[config.mk]
export PLATFORM = sky130hd
export DESIGN_NAME = cmd_source_arbiter
export DESIGN_NICKNAME = d
export VERILOG_FILES = /design/src/rtl/cmdsrc_pkg.sv /design/src/rtl/csa_decode.sv /design/src/rtl/csa_owner_regs.sv /design/src/rtl/csa_grant.sv /design/src/rtl/cmd_source_arbiter.sv
export SDC_FILE = /design/constraint.sdc
export NUM_CORES = 1
export LEC_CHECK = 0
export CELL_PAD_IN_SITES_DETAIL_PLACEMENT = 0
export CELL_PAD_IN_SITES_GLOBAL_PLACEMENT = 1
export CORE_MARGIN = 3
export CORE_UTILIZATION = 40
export DETAILED_ROUTE_END_ITERATION = 7
export DONT_BUFFER_PORTS = 1
export PLACE_DENSITY = 0.7
export RECOVER_POWER = 50
export SYNTH_ARGS = -nofsm -noshare
export SYNTH_HDL_FRONTEND = slang
export SYNTH_SLANG_ARGS = --single-unit
[constraint.sdc]
create_clock -name clk_i -period 2.1 [get_ports clk_i]
set_input_delay 0.525 -clock clk_i [delete_from_list [all_inputs] [get_ports clk_i]]
set_output_delay 0.525 -clock clk_i [all_outputs]
set_load 0.01 [all_outputs]
[src/rtl/cmdsrc_pkg.sv]
package cmdsrc_pkg;
  typedef enum logic [1:0] {
    MST_MAIN = 2'd0,
    MST_LPC  = 2'd1,
    MST_COP  = 2'd2,
    MST_RSVD = 2'd3
  } master_e;

  typedef enum logic [1:0] {
    CLS_GATED  = 2'd0,
    CLS_EXEMPT = 2'd1,
    CLS_SRC0   = 2'd2,
    CLS_SRC1   = 2'd3
  } acls_e;
endpackage

[src/rtl/csa_decode.sv]
module csa_decode
  import cmdsrc_pkg::*;
#(
  parameter int AW        = 9,
  parameter int CMD_BASE  = 'h060,
  parameter int DBNC_BASE = 'h040,
  parameter int DBNC_SPAN = 8,
  parameter int TMR_BASE  = 'h050,
  parameter int TMR_SPAN  = 12
) (
  input  logic [AW-1:0] addr_i,
  output acls_e         cls_o
);
  localparam logic [31:0] SRC0_A = 32'(CMD_BASE);
  localparam logic [31:0] SRC1_A = 32'(CMD_BASE + 4);
  localparam logic [31:0] DB_LO  = 32'(DBNC_BASE);
  localparam logic [31:0] DB_HI  = 32'(DBNC_BASE + DBNC_SPAN);
  localparam logic [31:0] TM_LO  = 32'(TMR_BASE);
  localparam logic [31:0] TM_HI  = 32'(TMR_BASE + TMR_SPAN);

  logic [31:0] a;
  logic        in_db, in_tm;

  always_comb begin
    a     = 32'(addr_i);
    in_db = (a >= DB_LO) && (a < DB_HI);
    in_tm = (a >= TM_LO) && (a < TM_HI);
    if (a == SRC0_A)             cls_o = CLS_SRC0;
    else if (a == SRC1_A)        cls_o = CLS_SRC1;
    else if (in_db || in_tm)     cls_o = CLS_EXEMPT;
    else                         cls_o = CLS_GATED;
  end
endmodule

[src/rtl/csa_owner_regs.sv]
module csa_owner_regs
  import cmdsrc_pkg::*;
#(
  parameter  int GROUPS = 4,
  parameter  int GRP_W  = 8,
  localparam int DW     = GROUPS * GRP_W,
  localparam int OW     = 2 * GROUPS
) (
  input  logic          clk_i,
  input  logic          rst_ni,
  input  logic          we_i,
  input  logic          sel1_i,
  input  logic [1:0]    master_i,
  input  logic [DW-1:0] wdata_i,
  output logic [OW-1:0] owner_o,
  output logic          err_o
);
  logic [GROUPS-1:0] s0_q, s1_q, s0_d, s1_d, pick;
  logic              wr_ok, err_q;

  assign wr_ok = we_i && (master_i == MST_MAIN);

  for (genvar g = 0; g < GROUPS; g++) begin : g_grp
    assign pick[g] = wdata_i[g*GRP_W];
    // reserved code falls back to main ownership
    assign owner_o[2*g +: 2] = (s1_q[g] && s0_q[g]) ? 2'b00 : {s1_q[g], s0_q[g]};
  end

  always_comb begin
    s0_d = (wr_ok && !sel1_i) ? pick : s0_q;
    s1_d = (wr_ok &&  sel1_i) ? pick : s1_q;
  end

  always_ff @(posedge clk_i or negedge rst_ni) begin
    if (!rst_ni) begin
      s0_q  <= '0;
      s1_q  <= '0;
      err_q <= 1'b0;
    end else begin
      s0_q  <= s0_d;
      s1_q  <= s1_d;
      err_q <= err_q | (|(s0_d & s1_d));
    end
  end

  assign err_o = err_q;

  AST_SRC_MAIN_ONLY: assert property (@(posedge clk_i) disable iff (!rst_ni)
    $past(we_i && (master_i != MST_MAIN)) |-> ($stable(s0_q) && $stable(s1_q)));

  AST_ERR_STICKY: assert property (@(posedge clk_i) disable iff (!rst_ni)
    err_o |=> err_o);

  AST_RSVD_FLAGGED: assert property (@(posedge clk_i) disable iff (!rst_ni)
    ((s0_q & s1_q) != '0) |-> err_o);
endmodule

[src/rtl/csa_grant.sv]
module csa_grant
  import cmdsrc_pkg::*;
#(
  parameter  int GROUPS = 4,
  localparam int OW     = 2 * GROUPS
) (
  input  logic              valid_i,
  input  acls_e             cls_i,
  input  logic [1:0]        master_i,
  input  logic [OW-1:0]     owner_i,
  output logic [GROUPS-1:0] en_o,
  output logic              fwd_o
);
  for (genvar g = 0; g < GROUPS; g++) begin : g_en
    assign en_o[g] = valid_i &&
                     ((cls_i == CLS_EXEMPT) ||
                      ((cls_i == CLS_GATED) && (owner_i[2*g +: 2] == master_i)));
  end
  assign fwd_o = |en_o;
endmodule

[src/rtl/cmd_source_arbiter.sv]
module cmd_source_arbiter
  import cmdsrc_pkg::*;
#(
  parameter  int GROUPS    = 4,
  parameter  int GRP_W     = 8,
  parameter  int AW        = 9,
  parameter  int CMD_BASE  = 'h060,
  parameter  int DBNC_BASE = 'h040,
  parameter  int DBNC_SPAN = 8,
  parameter  int TMR_BASE  = 'h050,
  parameter  int TMR_SPAN  = 12,
  localparam int DW        = GROUPS * GRP_W,
  localparam int OW        = 2 * GROUPS
) (
  input  logic              clk_i,
  input  logic              rst_ni,
  input  logic              req_valid_i,
  input  logic [1:0]        req_master_i,
  input  logic [AW-1:0]     req_addr_i,
  input  logic [DW-1:0]     req_wdata_i,
  output logic              fwd_valid_o,
  output logic [AW-1:0]     fwd_addr_o,
  output logic [DW-1:0]     fwd_wdata_o,
  output logic [GROUPS-1:0] fwd_grp_en_o,
  output logic [OW-1:0]     owner_o,
  output logic              rsvd_err_o
);
  acls_e             cls;
  logic [GROUPS-1:0] en;
  logic              fwd, src_we;

  logic              valid_q;
  logic [AW-1:0]     addr_q;
  logic [DW-1:0]     data_q;
  logic [GROUPS-1:0] en_q;

  csa_decode #(
    .AW(AW), .CMD_BASE(CMD_BASE), .DBNC_BASE(DBNC_BASE), .DBNC_SPAN(DBNC_SPAN),
    .TMR_BASE(TMR_BASE), .TMR_SPAN(TMR_SPAN)
  ) u_dec (
    .addr_i(req_addr_i),
    .cls_o (cls)
  );

  assign src_we = req_valid_i && ((cls == CLS_SRC0) || (cls == CLS_SRC1));

  csa_owner_regs #(.GROUPS(GROUPS), .GRP_W(GRP_W)) u_own (
    .clk_i   (clk_i),
    .rst_ni  (rst_ni),
    .we_i    (src_we),
    .sel1_i  (cls == CLS_SRC1),
    .master_i(req_master_i),
    .wdata_i (req_wdata_i),
    .owner_o (owner_o),
    .err_o   (rsvd_err_o)
  );

  csa_grant #(.GROUPS(GROUPS)) u_gnt (
    .valid_i (req_valid_i),
    .cls_i   (cls),
    .master_i(req_master_i),
    .owner_i (owner_o),
    .en_o    (en),
    .fwd_o   (fwd)
  );

  always_ff @(posedge clk_i or negedge rst_ni) begin
    if (!rst_ni) begin
      valid_q <= 1'b0;
      en_q    <= '0;
      addr_q  <= '0;
      data_q  <= '0;
    end else begin
      valid_q <= fwd;
      en_q    <= en;
      if (fwd) begin
        addr_q <= req_addr_i;
        data_q <= req_wdata_i;
      end
    end
  end

  assign fwd_valid_o  = valid_q;
  assign fwd_addr_o   = addr_q;
  assign fwd_wdata_o  = data_q;
  assign fwd_grp_en_o = en_q;

  AST_FWD_NOT_SRC: assert property (@(posedge clk_i) disable iff (!rst_ni)
    fwd_valid_o |-> ((32'(fwd_addr_o) != 32'(CMD_BASE)) &&
                     (32'(fwd_addr_o) != 32'(CMD_BASE + 4))));

  AST_QUIET_IDLE: assert property (@(posedge clk_i) disable iff (!rst_ni)
    !fwd_valid_o |-> (fwd_grp_en_o == '0));

  AST_EXEMPT_ALL: assert property (@(posedge clk_i) disable iff (!rst_ni)
    $past(req_valid_i && (cls == CLS_EXEMPT)) |-> (fwd_valid_o && (&fwd_grp_en_o)));

  for (genvar g = 0; g < GROUPS; g++) begin : g_chk
    AST_EN_OWNED: assert property (@(posedge clk_i) disable iff (!rst_ni)
      (fwd_grp_en_o[g] && ($past(cls) == CLS_GATED)) |->
        ($past(owner_o[2*g +: 2]) == $past(req_master_i)));
  end
endmodule

Word-level counts from Yosys, hierarchy flattened. Index checks and enable logic that the tools add are counted. Widths: inputs -> output; s select.

Order comparisons: 4. Eq/ne operators: 9. Multiplexer cells: 9. Bitwise logic cells: 2. Reductions and logical operators: 29.

Operator list (count): $eq 9x7->1 const B (2); $ge 9x7->1 const B (2); $logic_and 1x1->1 (18); $lt 9x7->1 const B (2); $mux 2 (6); $eq 2x2->1 (4); $mux 4 (2); $reduce_or 4->1 (2); $logic_or 1x1->1 (6); $and 4x4->4 (1); $eq 2x2->1 const B (2); $logic_not 2->1 (2); $eq 2x1->1 const B (1); $logic_not 1->1 (1); $mux 1 (1); $or 1x1->1 (1).

Flip-flop bits (word level): 55. Input port bits: 46. Output and inout bits: 55.

Depth between registers and ports, before layout. Gate-level depths: netlist of the first run.

Word-level depth: 15. Depth in mapped cells: 8. Gate-level depth less buffers: 7.

Modules after synthesis. From an unflattened synthesis of the first run, not the netlist that was laid out.

Cell total of the unflattened synthesis: 174. Area total of the unflattened synthesis: 2596.2 um^2.

Modules (own cells, without submodules): cmd_source_arbiter (times used 1, cells each 94, area each 1866.8 um^2, sequential area each 1151.1 um^2); csa_owner_regs (times used 1, cells each 46, area each 516.7 um^2, sequential area each 225.2 um^2); csa_grant (times used 1, cells each 22, area each 138.9 um^2, sequential area each 0.0 um^2); csa_decode (times used 1, cells each 12, area each 73.8 um^2, sequential area each 0.0 um^2).

Worst setup path before layout of the first run. Ideal clock, no wire load.

Path type: input-to-reg. Start point: input req_addr_i[7]. End point: register addr_q[6] (netlist: fwd_addr_o[6]). Library setup time: 125 ps. Arrival time: 2177 ps. Required time: 1975 ps. Slack: -202 ps. Stages: 6. Buffers on the path: 1. Cell sequence: or3b_1 > a211o_1 > o221a_2 > a31oi_4 > buf_6 > mux2_4.

Word-level cells in the longest chain between the ends: 11. Elaborated cells on any way between the ends: 27.

RTL lines: from (decl) (RTL line cmd_source_arbiter.sv:19) `input logic [AW-1:0] req_addr_i,`; $ge 9x7->1 (tied with other cells) (RTL line csa_decode.sv:26) `in_db = (a >= DB_LO) && (a < DB_HI);`; $logic_and 1x1->1, on equally long branches (RTL line csa_decode.sv:26, csa_decode.sv:27); $logic_or 1x1->1 (RTL line csa_decode.sv:30) `else if (in_db || in_tm) cls_o = CLS_EXEMPT;`; $mux 1 (RTL line csa_decode.sv:30); $mux 2 (RTL line csa_decode.sv:29) `else if (a == SRC1_A) cls_o = CLS_SRC1;`; $mux 2 * (RTL line csa_decode.sv:28) `if (a == SRC0_A) cls_o = CLS_SRC0;`; $logic_not 2->1 (RTL line csa_grant.sv:17) `((cls_i == CLS_GATED) && (owner_i[2*g +: 2] == master_i)));`; $logic_and 1x1->1 (RTL line csa_grant.sv:17); $logic_or 1x1->1 (RTL line csa_grant.sv:16) `((cls_i == CLS_EXEMPT) ||`; $logic_and 1x1->1 (RTL line csa_grant.sv:15) `assign en_o[g] = valid_i &&`; $reduce_or 4->1 * (RTL line csa_grant.sv:19) `assign fwd_o = |en_o;`; to (signal assigned) (RTL line cmd_source_arbiter.sv:77) `addr_q <= req_addr_i;`; to (decl) (RTL line cmd_source_arbiter.sv:33) `logic [AW-1:0] addr_q;`.

Mark *: on every way between the ends. The rest lies on a longest branch, timed or not. A chain may end at the register's enable or synchronous reset.

Worst setup path in the final report of the first run.
Start point: input req_addr_i[4]. End point: register data_q[21] (netlist: fwd_wdata_o[21]).

Word-level cells in the longest chain between the ends: 11. Elaborated cells on any way between the ends: 27.

RTL lines: $ge 9x7->1 (tied with other cells) (RTL line csa_decode.sv:26); $logic_and 1x1->1, on equally long branches (RTL line csa_decode.sv:26, csa_decode.sv:27); $logic_or 1x1->1 (RTL line csa_decode.sv:30); $mux 1 (RTL line csa_decode.sv:30); $mux 2 (RTL line csa_decode.sv:29); $mux 2 * (RTL line csa_decode.sv:28); $logic_not 2->1 (RTL line csa_grant.sv:17); $logic_and 1x1->1 (RTL line csa_grant.sv:17); $logic_or 1x1->1 (RTL line csa_grant.sv:16); $logic_and 1x1->1 (RTL line csa_grant.sv:15); $reduce_or 4->1 * (RTL line csa_grant.sv:19); to (signal assigned) (RTL line cmd_source_arbiter.sv:78) `data_q <= req_wdata_i;`; to (decl) (RTL line cmd_source_arbiter.sv:34) `logic [DW-1:0] data_q;`.

Marked as above.

==> metrics, run 1 <==
Yosys top cell by area dfrtp_1; Num CTS Buffers 5; drt wl/cell approximately 21 um; gr usage total 0.140; Placer Congestion 0.749; Critical Path AT 2.27 ns; I/O pin total between 100 and 150; CP Launch Type input port; FF-to-FF path depth 8; WHS Path Cells 2; largest net degree at the start of global routing 56; # setup viols final 0; drt drc 0; initial antenna violation count 0; via count 1,495; DRT iter0 DRCs 94; R2R Path End fwd_addr_o[4]; status complete, no violations; Synth Net Count between 200 and 250; Critical-path top delay cell or4b_4; hold_sp req_wdata_i[24]; Post-layout nets 243; cell total after placement 259; WHS Endpoint u_own.s0_q[3]; number of diodes 0; grt total ovfl 0; first-pass GRT wire length 8220 um; die span in y 86.8 um; Worst-path clk slew 0.10 ns; required time of the worst setup path between 2 and 2.5 ns; max frequency approximately 480 MHz; Leak Pwr ~0.0014 uW; DRT Pass-1 Iters 4; WHS 0.365 ns; Synth cell types 35; CP cell instances or4b_4 -> or3_4 -> nand2_4 -> a31oi_4 -> buf_4 -> clkbuf_16 -> mux2_4; PortBufs 0; Netlist Area Pre-Place 2610 um2; layout cell share with drive strength beyond 1 0.431; routed vias/inst 5.50; Area contributors post-synth dfrtp_1 53%, mux2_4 22%, mux2_2 3.5%; r2r setup slk 0.08 ns; post-DP HPWL 4130 um; R2R Path Start u_own.s0_q[1]; Setup Skew 0.00915 ns; peak supply drop 0.516 mV; worst skew pair latency approximately 0.29 ns; most frequent cells in the layout 55 x dfrtp_1, 42 x mux2_4, 12 x buf_4; Clock Path Buffers 2; CTS tree done; Synth Area per Inst between 10 and 15 um2; Tightest Hold Check Type in -> reg; Final Hold Fails 0; post-synth top area share 0.527; Final period util 0.992; Util after Layout 0.485; Mapped Cells roughly 180; minimum clock period after layout 2.08 ns; Setup crit end kind register; crit-path max FO 8; area delta synth->final 14.0%; Seq/Total Area, Yosys 0.527; Initial Utilization 0.426; Post-Route WL between 5000 and 6000 um; Final Max Slew Viols 0; pwr/cell area 805 nW/um2; htree depth 2; Crit Path Category in -> reg; # fillers 497; max cap viols 0; vias in the first global route 1,596; CTS root buffer clkbuf_8; Worst Tran Pin Value ~1.3 ns; CTS sink cnt 55; row count 28; post-synthesis register bit count 55; Core Region 6130 um2; Final Non-Filler Cells 272; Synth Warn # 0; CP peak stage delay approximately 0.54 ns; Max-slew headroom 0.114; die area 7530 um2; commonest non-fill, non-tap cell in the layout dfrtp_1; Detail Route Antenna Nets 0; die width between 80 and 90 um
## layout make-up
class	count	area, um2	area share
clock inverter	2	37.5	0.0126
sequential	55	1380	0.463
clock buffer	5	68.8	0.0231
inverter	8	30.0	0.0101
tap	75	93.8	0.0316
timing repair buffer	18	191	0.0644
multi-input combinational	109	1180	0.395
## power breakdown
group | leakage, uW | internal [uW] | total (uW) | switching [uW]
combinational | 0.000645 | 242 | 363 | 121
clock | 0.0000502 | 349 | 664 | 315
sequential | 0.000661 | 1190 | 1370 | 172
total | 0.00136 | 1790 | 2390 | 608
## what timing repair did
action / CTS / global route
gates resized for setup: 0 / 4
setup endpoints to repair: 0 / 41
hold buffers: 1 / 0
endpoints found under the hold margin: 55 / 0
setup buffers: 0 / 2
## per-stage QoR
stage	cell area [um2]	setup TNS, ns	total power, uW	worst slack (ns)
after floorplan	2640	-6.28	1640	-0.152
after global placement	2770	-10.61	1690	-0.292
after detailed placement	2770	-9.98	1700	-0.275
after CTS	2910	0	2390	0.00922
after global routing	2970	-0.0110	2490	-0.00496
final	2970	0	2390	0.0162
## cells in the mapped netlist
master	count
o22ai_1	2
o21ba_2	1
xor2_1	2
a22oi_1	1
a221oi_1	1
clkbuf_1	2
nand2b_1	4
nor4_1	1
buf_2	1
nand2_1	6
nor2_1	4
buf_6	4
nor4_4	2
nand2_4	1
a211oi_1	3
dfrtp_1	55
or2b_1	1
o21ai_0	6
or4b_4	1
a31oi_4	1
a211o_1	1
a21oi_1	4
or3b_1	1
mux2_2	8
a2111o_1	1
or3_4	1
nor2b_1	7
a31oi_1	1
and2_1	1
mux2_4	39
xnor2_1	1
inv_1	8
mux2i_1	4
o221a_2	2
or3b_2	1
## how the worst max path moves through the flow
stage	start	to	slack (ns)	cells past startpoint
2_1_floorplan	req_addr_i[4]	fwd_addr_o[6]	-0.15	6
5_1_grt	u_own.s1_q[1]	fwd_wdata_o[26]	-0.005	8
3_5_place_dp	req_addr_i[7]	fwd_addr_o[4]	-0.28	6
3_3_place_gp	req_addr_i[7]	fwd_addr_o[5]	-0.29	6
6_report	req_addr_i[4]	fwd_wdata_o[21]	0.02	7
4_1_cts	u_own.s1_q[0]	fwd_addr_o[4]	0.009	6
## registers in the layout, summed over array words and instances, names as in the netlist
name / count
fwd_wdata_o: 32
u_own.s1_q: 4
fwd_addr_o: 9
u_own.err_o: 1
u_own.s0_q: 4
fwd_grp_en_o: 4
fwd_valid_o: 1
## worst max-delay path: cells and delay by family
| family | cells | cell delay (ns) |
|---|---|---|
| simple gates | 3 | 1.06 |
| buf+inv | 2 | 0.35 |
| mux | 1 | 0.30 |
| compound gates | 1 | 0.03 |
## routing by layer
layer	routed length (um)	part of all wire	up-vias	track usage
met4	31	0.0054	0	0.0255
met2	2910	0.51	70	0.243
met3	490	0.086	4	0.0570
met5	0	0	-	0
met1	2270	0.40	750	0.166
li1	-	-	671	-
## kinds of logic (layout without fill, tap and decap cells)
family | after synthesis | in the layout | synth area share
flops | 55 | 55 | 0.527
simple gates | 31 | 31 | 0.0853
compound gates | 24 | 24 | 0.0695
mux | 51 | 51 | 0.274
xor+xnor | 3 | 3 | 0.0101
buf+inv | 15 | 33 | 0.0336
Note: power is estimated with default switching activity, not from simulation.
==> run 2, diff against run 1 <==
--- a/config.mk
+++ b/config.mk
@@ -5,13 +5,14 @@
 export SDC_FILE = /design/constraint.sdc
 export NUM_CORES = 1
 export LEC_CHECK = 0
+export ABC_AREA = 1
 export CELL_PAD_IN_SITES_DETAIL_PLACEMENT = 0
 export CELL_PAD_IN_SITES_GLOBAL_PLACEMENT = 1
 export CORE_MARGIN = 3
 export CORE_UTILIZATION = 40
 export DETAILED_ROUTE_END_ITERATION = 7
 export DONT_BUFFER_PORTS = 1
-export PLACE_DENSITY = 0.7
+export PLACE_DENSITY = 0.76
 export RECOVER_POWER = 50
 export SYNTH_ARGS = -nofsm -noshare
 export SYNTH_HDL_FRONTEND = slang
==> run 2 against run 1 <==
Against the previous run: maximum frequency increased by 11%; clock-buffer cell count increased by 1; non-clock buffer count decreased by 3; sequential share of layout area increased by 4.3 points; highest routed layer unchanged; flip-flop and latch count unchanged; critical path depth increased by 3; largest cell class unchanged; synthesized cell count increased by 66%; die area decreased by 6.6%; routed wire length increased by 0.49%; largest power group unchanged; global-route usage increased by 2.5 points; critical path type is now reg -> reg.
==> metrics, run 2 <==
clock network power share 0.309; die area 7040 um2; gr usage total 0.165; Post-layout nets 354; Clock Path Buffers 2; synth cell count leaders 110 x nand2_1, 55 x dfrtp_1, 47 x nand3_1; post-synthesis register bit count 55; ys flop type dfrtp_1; Netlist Area Pre-Place roughly 2400 um2; pwr/cell area 876 nW/um2; area delta synth->final 12.3%; via count approximately 1.9k; most common cell in the netlist nand2_1; Compound-Gate Fraction of Synth Area 0.0526; layout cell share with drive strength beyond 1 0.100; Worst-path clk slew approximately 0.1 ns; Seq/Total Area, Yosys 0.567; Post-Synth Simple-Gate Area 0.320; worst skew pair latency 0.30 ns; Core Region 5680 um2; minimum clock period after layout roughly 1.9 ns; sw frac 0.289; required time of the worst setup path 2.30 ns; most used routing layer met2; Yosys top cell by area dfrtp_1; number of enable flip-flop cells after synthesis 0; first-pass GRT wire length 9500 um; Layout Cell Area excl Fill 2720 um2; DRT iter0 DRCs 106; Final period util 0.895; CTS tree done; htree depth 2; WHS between 0.3 and 0.4 ns; Initial Utilization 0.427; Setup crit end kind register; Post-Place Setup Slack 0.0390 ns; drt wl/cell ~15 um; final setup margin 0.221 ns; Final Max Slew Viols 0; max frequency 532 MHz; Max-slew headroom 0.108; CTS sink cnt 55; routed vias/inst 5.09; met1 Use GR 0.214; Leak Pwr 0.00143 uW; Synth Area in Adders 0; Final Hold Fails 0; post-synth top area share 0.567; CTS root buffer clkbuf_8; NetSw 690 uW; drt drc 0; crit-path max FO 31; xor and xnor area share after synthesis 0; M3 GR Usage 0.0612; most frequent cells in the layout 110 x nand2_1, 55 x dfrtp_1, 47 x nand3_1; Placer Congestion approximately 0.76; DRT Pass-1 Iters 4; Synth Warn # 0; RSZ-0062 raised after global routing false; Num CTS Buffers 5; status complete, no violations; combinational family with the most area after synthesis simple AND/OR/NAND/NOR gates; Area contributors post-synth dfrtp_1 57%, nand2_1 17%, nand3_1 9.7%; cell-internal power 1700 uW; Seq pwr share 0.572; die width 83.9 um; commonest non-fill, non-tap cell in the layout nand2_1; Crit Path Category reg -> reg; Mapped Cells about 300; Detail Route Antenna Nets 0; Synth cell types 15; Post-Route WL 5730 um; I/O pin total 101; setup TNS 0 ns; grt total ovfl 0; Largest register FFs 32; row count 27; Synth Area per Inst 8.14 um2; number of diodes 0; CP Launch Type register; Critical Path AT 2.08 ns; Synth Net Count around 340; PortBufs 0; vias in the first global route 1,813; # setup viols final 0; area post-placement 2570 um2; largest net degree at the start of global routing 56; Setup Skew 0.00944 ns; die span in y 83.9 um; Worst Tran Pin Value 1.34 ns; grt met2 use 0.263; max cap viols 0; logic gate share of total power 0.119; peak supply drop approximately 0.36 mV; mux cell area share after synthesis 0; initial antenna violation count 0; ys async rst share 1.00; post-DP HPWL 4080 um; Tightest Hold Check Type in -> reg
-- run 2: what timing repair did --
item,CTS,global route
setup buffers,0,2
endpoints found under the hold margin,55,0
hold buffers,1,0
gates resized for setup,0,2
setup endpoints to repair,0,29
-- run 2: area by class of cell --
class,instances,area (um2)
Inverter,23,86.3
Clock inverter,2,38.8
Multi-Input combinational cell,208,923
Sequential cell,55,1380
Tap cell,72,90.1
Fill cell,562,2950
Timing Repair Buffer,15,126
Clock buffer,6,82.6
-- run 2: per-layer routing --
layer,part of all wire,up-vias
met1,0.43,898
li1,-,969
met4,0.0085,0
met2,0.47,69
met5,0,-
met3,0.093,5
-- run 2: cell families (layout without fill, tap and decap cells) --
kind of cell / count (synthesis) / in the layout
simple gates: 184 / 184
flops: 55 / 55
buf+inv: 35 / 46
compound gates: 24 / 24
-- run 2: path summary, 6_finish.rpt --
| check | depth (start not counted) | startpoint | to | slack (ns) |
|---|---|---|---|---|
| setup / recovery | 10 | u_own.s1_q[2] | fwd_wdata_o[16] | 0.22 |
| hold / removal | 2 | req_wdata_i[3] | fwd_wdata_o[3] | 0.32 |
| setup reg to reg | 10 | u_own.s1_q[2] | fwd_wdata_o[16] | 0.22 |
| hold reg to reg | 2 | u_own.s1_q[0] | u_own.s1_q[0] | 0.58 |
| max in group asynchronous | 1 | rst_ni | u_own.s0_q[1] | 0.79 |
| min in group asynchronous | 1 | rst_ni | fwd_wdata_o[4] | 0.51 |
-- run 2: power by group through the flow --
stage	Sequential, uW	Combinational [uW]	Clock, uW
floorplan	1350	212	0
global placement	1390	254	0
CTS	1370	288	755
detailed placement	1390	262	0
global route	1380	335	802
finish	1370	284	738
-- run 2: worst max-delay path, cell delays in order, from the launching register on --
cell and delay (ns):
dfrtp_1 0.42, inv_2 0.05, nor2_1 0.14, nand2_1 0.07
nand4_1 0.14, nand2_1 0.11, o21ai_4 0.33, nand2_4 0.18
buf_12 0.21, nand2_1 0.07, nand2_1 0.05
-- run 2: metrics by stage --
step | power [uW] | instances | util
after floorplan | 1570 | 298 | -
after global routing | 2520 | 381 | 0.480
after global placement | 1650 | 370 | 0.453
after CTS | 2410 | 379 | 0.480
after detailed placement | 1650 | 370 | 0.453
final | 2390 | 381 | 0.480
==> run 3, diff against run 2 <==
--- a/config.mk
+++ b/config.mk
@@ -9,10 +9,10 @@
 export CELL_PAD_IN_SITES_DETAIL_PLACEMENT = 0
 export CELL_PAD_IN_SITES_GLOBAL_PLACEMENT = 1
 export CORE_MARGIN = 3
-export CORE_UTILIZATION = 40
+export CORE_UTILIZATION = 44
 export DETAILED_ROUTE_END_ITERATION = 7
 export DONT_BUFFER_PORTS = 1
-export PLACE_DENSITY = 0.76
+export PLACE_DENSITY = 0.82
 export RECOVER_POWER = 50
 export SYNTH_ARGS = -nofsm -noshare
 export SYNTH_HDL_FRONTEND = slang
==> constraint.sdc (replaced) <==
create_clock -name clk_i -period 2.1 [get_ports clk_i]
set_input_delay 0.105 -clock clk_i [delete_from_list [all_inputs] [get_ports clk_i]]
set_output_delay 0.105 -clock clk_i [all_outputs]
set_load 0.01 [all_outputs]
==> run 3 against run 2 <==
Against the previous run: sequential power hardly changed; design area is 14% higher; via count is 9.8% higher; utilization is 12 points higher; sequential share of layout area is 6.3 points lower.
==> metrics, run 3 (synthesized netlist as in run 2, its figures left out) <==
status complete, no violations; most frequent cells in the layout 110 x nand2_1, 55 x dfrtp_1, 47 x nand3_1; required time of the worst setup path 2.35 ns; Clock Path Buffers 2; die area 6440 um2; CP Launch Type register; via count 2,131; initial antenna violation count 0; post-DP HPWL 4080 um; crit-path max FO 42; routed vias/inst 5.07; Post-layout nets 395; drt wl/cell ~15 um; Critical Path AT 2.01 ns; drt drc 0; gr usage total 0.204; Largest register FFs 32; area delta synth->final 28.3%; Seq pwr share 0.558; max frequency 569 MHz; NetSw 706 uW; setup TNS 0 ns; DRT Pass-1 Iters 4; PortBufs 0; sw frac 0.288; CTS root buffer clkbuf_8; first-pass GRT wire length 10,200 um; layout cell share with drive strength beyond 1 0.0857; Hold Buf Count CTS 43; logic gate share of total power 0.141; Worst Tran Pin Value 1.32 ns; Setup crit end kind register; Num CTS Buffers 5; grt total ovfl 0; Crit Path Category reg -> reg; Leak Pwr 0.00159 uW; Final Hold Fails 0; Final period util 0.837; largest net degree at the start of global routing between 50 and 60; pwr/cell area roughly 800 nW/um2; worst skew pair latency 0.30 ns; Final Max Slew Viols 0; Detail Route Antenna Nets 0; htree depth 2; Post-Route WL between 6000 and 7000 um; Core Region about 5200 um2; Tightest Hold Check Type in -> reg; peak supply drop 0.389 mV; cts repair resizes 0; CTS sink cnt 55; row count 26; die span in y 80.3 um; Setup Buffers After CTS 0; Max-slew headroom 0.121; minimum clock period after layout 1.76 ns; CTS tree done; # setup viols final 0; clock network power share 0.300; die width 80.3 um; cell-internal power 1740 uW; Setup Skew 0.00363 ns; max cap viols 0; I/O pin total slightly above 100; # fillers 455; DRT iter0 DRCs 125; Util after Layout 0.598; Placer Congestion 0.868; vias in the first global route 2,114; RSZ-0062 raised after global routing false; Worst-path clk slew about 0.1 ns; commonest non-fill, non-tap cell in the layout nand2_1; Initial Utilization 0.466; number of diodes 0; r2r setup slk 0.34 ns
==> run 3: changes by cell type in the layout (fill, tap and decap cells not counted), sizes merged <==
cell | previous run | this run
dlygate4sd3 | 0 | 42
buf | 14 | 13
==> run 3: metal layers <==
metal,GRT usage,up-vias,routed length (um),part of all wire
met4,0.0507,0,29,0.0046
met5,0,-,0,0
met3,0.0684,2,587,0.093
met1,0.247,985,2620,0.41
li1,-,1051,-,-
met2,0.349,93,3110,0.49
==> run 3: layout make-up <==
class                      instances  area [um2]  share of cell area
multi-input combinational        208         918               0.295
tap                               70        87.6              0.0281
inverter                          23        86.3              0.0277
clock inverter                     2        38.8              0.0125
clock buffer                       6        82.6              0.0265
timing repair buffer              56         523               0.168
sequential                        55        1380               0.442
==> run 3: worst paths after layout <==
kind,start,end,cells past startpoint
max,u_own.s0_q[2],fwd_wdata_o[13],9
min,req_wdata_i[24],u_own.s0_q[3],2
max reg2reg,u_own.s0_q[2],fwd_wdata_o[13],9
min reg2reg,u_own.s0_q[3],u_own.s0_q[3],2
max in group asynchronous,rst_ni,fwd_wdata_o[27],2
min in group asynchronous,rst_ni,fwd_wdata_o[5],2
==> run 3: metrics by stage <==
| step | area, um2 | hold WS (ns) | total power (uW) | std cells | setup WS (ns) |
|---|---|---|---|---|---|
| 6_report | 3110 | 0.00497 | 2450 | 420 | 0.342 |
| 5_1_grt | 3110 | 0.0214 | 2580 | 420 | 0.131 |
| 4_1_cts | 3140 | 0.00878 | 2480 | 420 | 0.373 |
| 3_5_place_dp | 2570 | -0.189 | 1650 | 369 | 0.409 |
| 3_3_place_gp | 2570 | -0.189 | 1640 | 369 | 0.459 |
| 2_1_floorplan | 2430 | -0.191 | 1570 | 298 | 0.552 |
==> run 3: worst max-delay path, stage by stage, from the launching register on <==
cell and delay, ns:
dfrtp_1 0.41, inv_1 0.07, o21ai_0 0.15, nand4_1 0.16, nand2_1 0.15, o21ai_4 0.09, nand2_2 0.07, buf_4 0.37
nand2_1 0.13, nand2_1 0.08
==> run 3: power by group through the flow <==
| stage | Sequential [uW] | Combinational, uW | Clock (uW) |
|---|---|---|---|
| 3_5_place_dp | 1390 | 261 | 0 |
| 4_1_cts | 1370 | 353 | 756 |
| 5_1_grt | 1380 | 397 | 796 |
| 6_report | 1370 | 346 | 735 |
| 3_3_place_gp | 1390 | 251 | 0 |
| 2_1_floorplan | 1350 | 212 | 0 |
